<file path="src/rtl/fsp_pkg.sv">
package fsp_pkg;
  localparam int FS_W = 4;

  typedef enum logic [FS_W-1:0] {
    FS_RUNNING    = 4'd0,
    FS_IDLE       = 4'd1,
    FS_SQUASHING  = 4'd2,
    FS_BLOCKED    = 4'd3,
    FS_WAIT_RESP  = 4'd4,
    FS_WAIT_RETRY = 4'd5,
    FS_ACC_DONE   = 4'd6,
    FS_TRAP_PEND  = 4'd7,
    FS_QUIES_PEND = 4'd8
  } fstat_e;

  typedef struct packed {
    logic commit_sq;
    logic rob_sq;
    logic dec_sq;
    logic miss_issue;
    logic miss_reject;
    logic retry_ok;
    logic fill;
    logic slot;
    logic trap;
    logic quiesce;
    logic wake;
  } thr_ev_t;

  function automatic logic fs_is_busy(fstat_e s);
    return (s == FS_RUNNING) || (s == FS_SQUASHING) || (s == FS_ACC_DONE);
  endfunction
endpackage

</file>
<file path="src/rtl/fsp_stall_flags.sv">
module fsp_stall_flags #(
  parameter int NUM_THREADS = 4,
  parameter int NUM_STAGES  = 4
) (
  input  logic                          clk,
  input  logic                          rst,
  input  logic [NUM_THREADS*NUM_STAGES-1:0] set_i,
  input  logic [NUM_THREADS*NUM_STAGES-1:0] clr_i,
  input  logic                          ctx_i,
  output logic [NUM_THREADS*NUM_STAGES-1:0] flags_q,
  output logic [NUM_THREADS-1:0]        stalled_o
);
  localparam int NBITS = NUM_THREADS * NUM_STAGES;

  logic [NBITS-1:0] flags_d;

  // Pulses of this cycle are folded in before the decision sees them.
  assign flags_d = (flags_q | set_i) & ~clr_i;

  always_ff @(posedge clk) begin
    if (rst) flags_q <= '0;
    else     flags_q <= flags_d;
  end

  for (genvar t = 0; t < NUM_THREADS; t++) begin : g_thr
    assign stalled_o[t] = ctx_i | (|flags_d[t*NUM_STAGES +: NUM_STAGES]);
  end
endmodule

</file>
<file path="src/rtl/fsp_thread_next.sv">
module fsp_thread_next
  import fsp_pkg::*;
(
  input  fstat_e  cur_i,
  input  logic    active_i,
  input  logic    stalled_i,
  input  thr_ev_t ev_i,
  output fstat_e  nxt_o,
  output logic    chg_o
);
  always_comb begin
    nxt_o = cur_i;
    chg_o = 1'b0;
    if (!active_i) begin
      nxt_o = FS_IDLE;
    end else if (cur_i == FS_IDLE) begin
      nxt_o = FS_RUNNING;
    end else if (ev_i.commit_sq) begin
      nxt_o = FS_SQUASHING;
      chg_o = 1'b1;
    end else if (ev_i.rob_sq) begin
      nxt_o = FS_SQUASHING;
      chg_o = 1'b1;
    end else if (ev_i.dec_sq && cur_i != FS_SQUASHING) begin
      nxt_o = FS_SQUASHING;
      chg_o = 1'b1;
    end else if (stalled_i && cur_i != FS_WAIT_RESP && cur_i != FS_WAIT_RETRY) begin
      nxt_o = FS_BLOCKED;
      chg_o = 1'b1;
    end else if (cur_i == FS_BLOCKED || cur_i == FS_SQUASHING) begin
      nxt_o = FS_RUNNING;
      chg_o = 1'b1;
    end else begin
      unique case (cur_i)
        FS_RUNNING: begin
          if (ev_i.trap)             nxt_o = FS_TRAP_PEND;
          else if (ev_i.quiesce)     nxt_o = FS_QUIES_PEND;
          else if (ev_i.miss_issue)  nxt_o = FS_WAIT_RESP;
          else if (ev_i.miss_reject) nxt_o = FS_WAIT_RETRY;
        end
        FS_WAIT_RESP:  if (ev_i.fill)     nxt_o = stalled_i ? FS_BLOCKED : FS_ACC_DONE;
        FS_WAIT_RETRY: if (ev_i.retry_ok) nxt_o = FS_WAIT_RESP;
        FS_ACC_DONE:   if (ev_i.slot)     nxt_o = FS_RUNNING;
        FS_TRAP_PEND,
        FS_QUIES_PEND: if (ev_i.wake)     nxt_o = FS_RUNNING;
        default: ;
      endcase
    end
  end
endmodule

</file>
<file path="src/rtl/fsp_activity.sv">
module fsp_activity
  import fsp_pkg::*;
#(
  parameter int NUM_THREADS = 4
) (
  input  logic [NUM_THREADS*FS_W-1:0] nxt_i,
  output logic                        busy_o
);
  logic [NUM_THREADS-1:0] busy_vec;

  for (genvar t = 0; t < NUM_THREADS; t++) begin : g_thr
    assign busy_vec[t] = fs_is_busy(fstat_e'(nxt_i[t*FS_W +: FS_W]));
  end

  assign busy_o = |busy_vec;
endmodule

</file>
<file path="src/rtl/thread_fetch_status.sv">
module thread_fetch_status
  import fsp_pkg::*;
#(
  parameter int NUM_THREADS = 4,
  parameter int NUM_STAGES  = 4
) (
  input  logic                              clk,
  input  logic                              rst,
  input  logic [NUM_THREADS-1:0]            thread_active_i,
  input  logic [NUM_THREADS*NUM_STAGES-1:0] stall_set_i,
  input  logic [NUM_THREADS*NUM_STAGES-1:0] stall_clr_i,
  input  logic                              ctx_switch_i,
  input  logic [NUM_THREADS-1:0]            commit_squash_i,
  input  logic [NUM_THREADS-1:0]            rob_squashing_i,
  input  logic [NUM_THREADS-1:0]            decode_squash_i,
  input  logic [NUM_THREADS-1:0]            miss_issue_i,
  input  logic [NUM_THREADS-1:0]            miss_reject_i,
  input  logic [NUM_THREADS-1:0]            retry_ok_i,
  input  logic [NUM_THREADS-1:0]            fill_done_i,
  input  logic [NUM_THREADS-1:0]            fetch_slot_i,
  input  logic [NUM_THREADS-1:0]            trap_i,
  input  logic [NUM_THREADS-1:0]            quiesce_i,
  input  logic [NUM_THREADS-1:0]            wake_i,
  output logic [NUM_THREADS*FS_W-1:0]       status_o,
  output logic [NUM_THREADS-1:0]            changed_o,
  output logic                              stage_active_o
);
  localparam int SW = FS_W;

  logic [NUM_THREADS*NUM_STAGES-1:0] stall_flags;
  logic [NUM_THREADS-1:0]            stalled;
  logic [NUM_THREADS*SW-1:0]         status_d;
  logic [NUM_THREADS-1:0]            chg_d;
  logic                              busy_d;

  fsp_stall_flags #(
    .NUM_THREADS(NUM_THREADS),
    .NUM_STAGES (NUM_STAGES)
  ) u_flags (
    .clk      (clk),
    .rst      (rst),
    .set_i    (stall_set_i),
    .clr_i    (stall_clr_i),
    .ctx_i    (ctx_switch_i),
    .flags_q  (stall_flags),
    .stalled_o(stalled)
  );

  for (genvar t = 0; t < NUM_THREADS; t++) begin : g_thr
    thr_ev_t ev;
    fstat_e  nxt;

    assign ev.commit_sq   = commit_squash_i[t];
    assign ev.rob_sq      = rob_squashing_i[t];
    assign ev.dec_sq      = decode_squash_i[t];
    assign ev.miss_issue  = miss_issue_i[t];
    assign ev.miss_reject = miss_reject_i[t];
    assign ev.retry_ok    = retry_ok_i[t];
    assign ev.fill        = fill_done_i[t];
    assign ev.slot        = fetch_slot_i[t];
    assign ev.trap        = trap_i[t];
    assign ev.quiesce     = quiesce_i[t];
    assign ev.wake        = wake_i[t];

    fsp_thread_next u_next (
      .cur_i    (fstat_e'(status_o[t*SW +: SW])),
      .active_i (thread_active_i[t]),
      .stalled_i(stalled[t]),
      .ev_i     (ev),
      .nxt_o    (nxt),
      .chg_o    (chg_d[t])
    );

    assign status_d[t*SW +: SW] = nxt;

    always_ff @(posedge clk) begin
      if (rst) begin
        status_o[t*SW +: SW] <= FS_RUNNING;
        changed_o[t]         <= 1'b0;
      end else begin
        status_o[t*SW +: SW] <= status_d[t*SW +: SW];
        changed_o[t]         <= chg_d[t];
      end
    end
  end

  fsp_activity #(.NUM_THREADS(NUM_THREADS)) u_act (
    .nxt_i (status_d),
    .busy_o(busy_d)
  );

  always_ff @(posedge clk) begin
    if (rst) stage_active_o <= 1'b1;
    else     stage_active_o <= busy_d;
  end
endmodule

</file>
<file path="config.mk">
export PLATFORM = sky130hd
export DESIGN_NAME = thread_fetch_status
export DESIGN_NICKNAME = d
export VERILOG_FILES = /design/src/rtl/fsp_pkg.sv /design/src/rtl/fsp_stall_flags.sv /design/src/rtl/fsp_thread_next.sv /design/src/rtl/fsp_activity.sv /design/src/rtl/thread_fetch_status.sv
export SDC_FILE = /design/constraint.sdc
export NUM_CORES = 1
export LEC_CHECK = 0
export BUFFER_PORTS_ARGS = -buffer_cell sky130_fd_sc_hd__clkbuf_2
export CAP_MARGIN = 20
export CORE_MARGIN = 2
export CORE_UTILIZATION = 45
export DETAILED_ROUTE_END_ITERATION = 8
export GPL_ROUTABILITY_DRIVEN = 0
export PLACE_DENSITY = 0.86
export SETUP_SLACK_MARGIN = 0.5
export SLEW_MARGIN = 20
export SYNTH_ARGS = -nofsm -noshare
export SYNTH_HDL_FRONTEND = slang
export SYNTH_SLANG_ARGS = --single-unit
</file>
<file path="constraint.sdc">
create_clock -name clk -period 3.26 [get_ports clk]
set_clock_uncertainty 0.15 [all_clocks]
set_input_delay 0.163 -clock clk [delete_from_list [all_inputs] [get_ports clk]]
set_output_delay 0.163 -clock clk [all_outputs]
set_load 0.02 [all_outputs]
</file>
==> impl_metrics.tcl <==
set metrics [dict create \
    dp.cells 477 \
    finalSetupViolations 0 \
    postSynthAreaPerCell_um2 7.635 \
    chipWidth_um 78.03 \
    die_h_um 78.03 \
    postCtsHoldBufs 14 \
    first_pass_iters 4 \
    crit_fanout 15 \
    internal-power_w 0.0007601 \
    wl_met1_mm 3.033 \
    dp_hpwl_mm 5.042 \
    fin_ws_ns 0.7316 \
    hold_violations 0 \
    yosysSeqAreaShare_pct 30.04 \
    worst_pin_slew_ns 0.6064 \
    switchingPower_w 0.0002996 \
    grt_max_degree 31 \
    finalMaxSlewViolations 0 \
    tns_ns 0 \
    post_cts_resized 0 \
    io_pins 104 \
    finalCritPeriodShare_pct 77.56 \
    maxSlewHeadroom_pct 59.57 \
    synth_edf_count 0 \
    syn_nets 406 \
    start_kind "flip-flop" \
    cp.arrival_ns 2.54 \
    yosysTopAreaCellShare_pct 30.04 \
    final_cell_mix "103 x clkbuf_2, 55 x nor2_1, 37 x dfxtp_1" \
    yosys_warnings 0 \
    ys_types 62 \
    syn2layout_area_growth_pct 29.63 \
    clockBufferDepth 2 \
    dr.first_iter.drc_count 168 \
    cp-end-kind "flip-flop" \
    p_seq_share_pct 46.8 \
    finalNonFillerCells 498 \
    cts_tree "done" \
    clock_latency_ns 0.28 \
    min_period_ns 2.528 \
    max_freq_mhz 395.5 \
    power_frac_comb_pct 23.2 \
    power_frac_clock_pct 30.0 \
    crit_type "flip-flop to flip-flop" \
    antenna_found_initial 0 \
    globalRoute.totalOverflow 0 \
    async_flop_share_pct 0 \
    p_leak_nw 1.403 \
    drcViolationCount 0 \
    nets 511 \
    status "finished, final reports clean" \
    switching_share_pct 28.27 \
    layout-drive-gt1-share_pct 29.44 \
    ys_ff_latch 37 \
    htreeDepth 2 \
    first_global_vias 2528 \
    place.port_buffers 103 \
    synth.area.top_cells "dfxtp_1 30%, nor2_1 8.4%, o21bai_1 4.9%" \
    die-area_um2 6089 \
    synthCells 323 \
    grt_first_pass_wirelength_mm 11.12 \
    top_layer "met4" \
    post-place-ws_ns 0.7454 \
    synthesis.area_um2 2466 \
    initial_core_util_pct 47.38 \
    wl_mm 6.682 \
    yosys_most_used_dff "dfxtp_1" \
    mostFrequentLayoutCell "clkbuf_2" \
    hp-class "input pin to flip-flop" \
    finalPower_w 0.001060 \
    max_cap_viol_count 0 \
    vias 2782 \
    path_clk_slew_ns 0.07 \
    wl_met3_um 361 \
    grt_usage_pct 22.20 \
    cts_made_buffers 5 \
    core.rowCount 26 \
    core_um2 5205 \
    ant_nets 0 \
    p_per_area_nw_per_um2 331.5 \
    cts_sinks 37 \
    worstPathRequired_ns 3.27 \
    ir_drop_v 0.0001631 \
    root_buffer "clkbuf_8" \
    cts_setup_buffers 0 \
    rsz0062_at_grt "false" \
    routed-wl-met2_mm 3.212 \
    vias_per_cell 5.586 \
    synth_top_cell_by_area "dfxtp_1" \
    wl_per_cell_um 13.42 \
    diodes 0 \
]
==> layer usage <==
metal	vias up	GRT usage, %
met2	90	36.90
met1	1278	29.28
met4	0	7.544
met5	-	0
met3	8	3.678
li1	1406	-
==> cell usage after synthesis (3+ instances only) <==
cell,count
a211oi_1,5
mux2i_1,4
nor3_1,15
clkbuf_1,9
nand4_1,6
inv_1,13
o21a_1,3
or2_1,4
a21oi_1,14
a32o_1,3
nor2_1,55
o21bai_1,16
nand3_1,3
a31oi_1,7
a311oi_1,3
o22ai_1,5
nand2_1,18
nor2b_1,9
nand3b_1,4
buf_2,4
nand4b_1,3
o221a_2,3
dfxtp_1,37
a22oi_1,5
nor3b_1,7
o21ai_0,18
nand2b_1,5
==> state kept, by name, indices dropped and copies added, names as in the netlist <==
signal / count
changed_o: 4
status_o: 16
stage_active_o: 1
u_flags.flags_q: 16
==> layout make-up <==
cell class | instances | area (um2)
fill | 458 | 2008
multi-input combinational | 254 | 1578
sequential | 37 | 740.7
timing repair buffer | 117 | 655.6
tap | 70 | 87.58
clock buffer | 7 | 86.33
inverter | 13 | 48.80
==> kinds of logic (layout without fill, tap and decap cells) <==
logic type      Yosys count  after routing  share of synthesized area, %
compound gates          106            106                         31.41
buf+inv                  32            137                         5.987
mux                       5              5                         2.080
flops                    37             37                         30.04
simple gates            143            143                         30.49
==> worst max-delay path, stage by stage (launching register included) <==
cell and delay, ns:
dfxtp_1 0.63, nand3_2 0.11, a211o_1 0.34, o21bai_4 0.19, or2_1 0.26, o311a_1 0.34
or4_1 0.39
==> metrics by stage <==
step / util, % / hold slack (ns) / area [um2]
2_1_floorplan: - / 0.09231 / 2466
3_3_place_gp: 57.07 / 0.2018 / 2970
3_5_place_dp: 57.07 / 0.2058 / 2970
4_1_cts: 61.42 / 0.0007231 / 3197
5_1_grt: 61.42 / 0.01328 / 3197
6_report: 61.42 / 0.0004375 / 3197
==> power by group through the flow <==
stage | Sequential (W) | Clock, W | Combinational (W)
floorplan | 0.000503 | 0 | 0.000139
global placement | 0.000505 | 0 | 0.000225
detailed placement | 0.000506 | 0 | 0.000229
CTS | 0.000496 | 0.000326 | 0.000243
global route | 0.000500 | 0.000348 | 0.000272
finish | 0.000496 | 0.000318 | 0.000246
==> worst paths after layout <==
kind | startpoint | endpoint | slack, ns | cells after the start
max | status_o[1] | stage_active_o | 0.73 | 6
min | stall_set_i[1] | u_flags.flags_q[1] | 0.0004 | 3
max reg2reg | status_o[1] | stage_active_o | 0.73 | 6
min reg2reg | u_flags.flags_q[14] | u_flags.flags_q[14] | 0.34 | 2
Power figures use the tool's default switching activity.
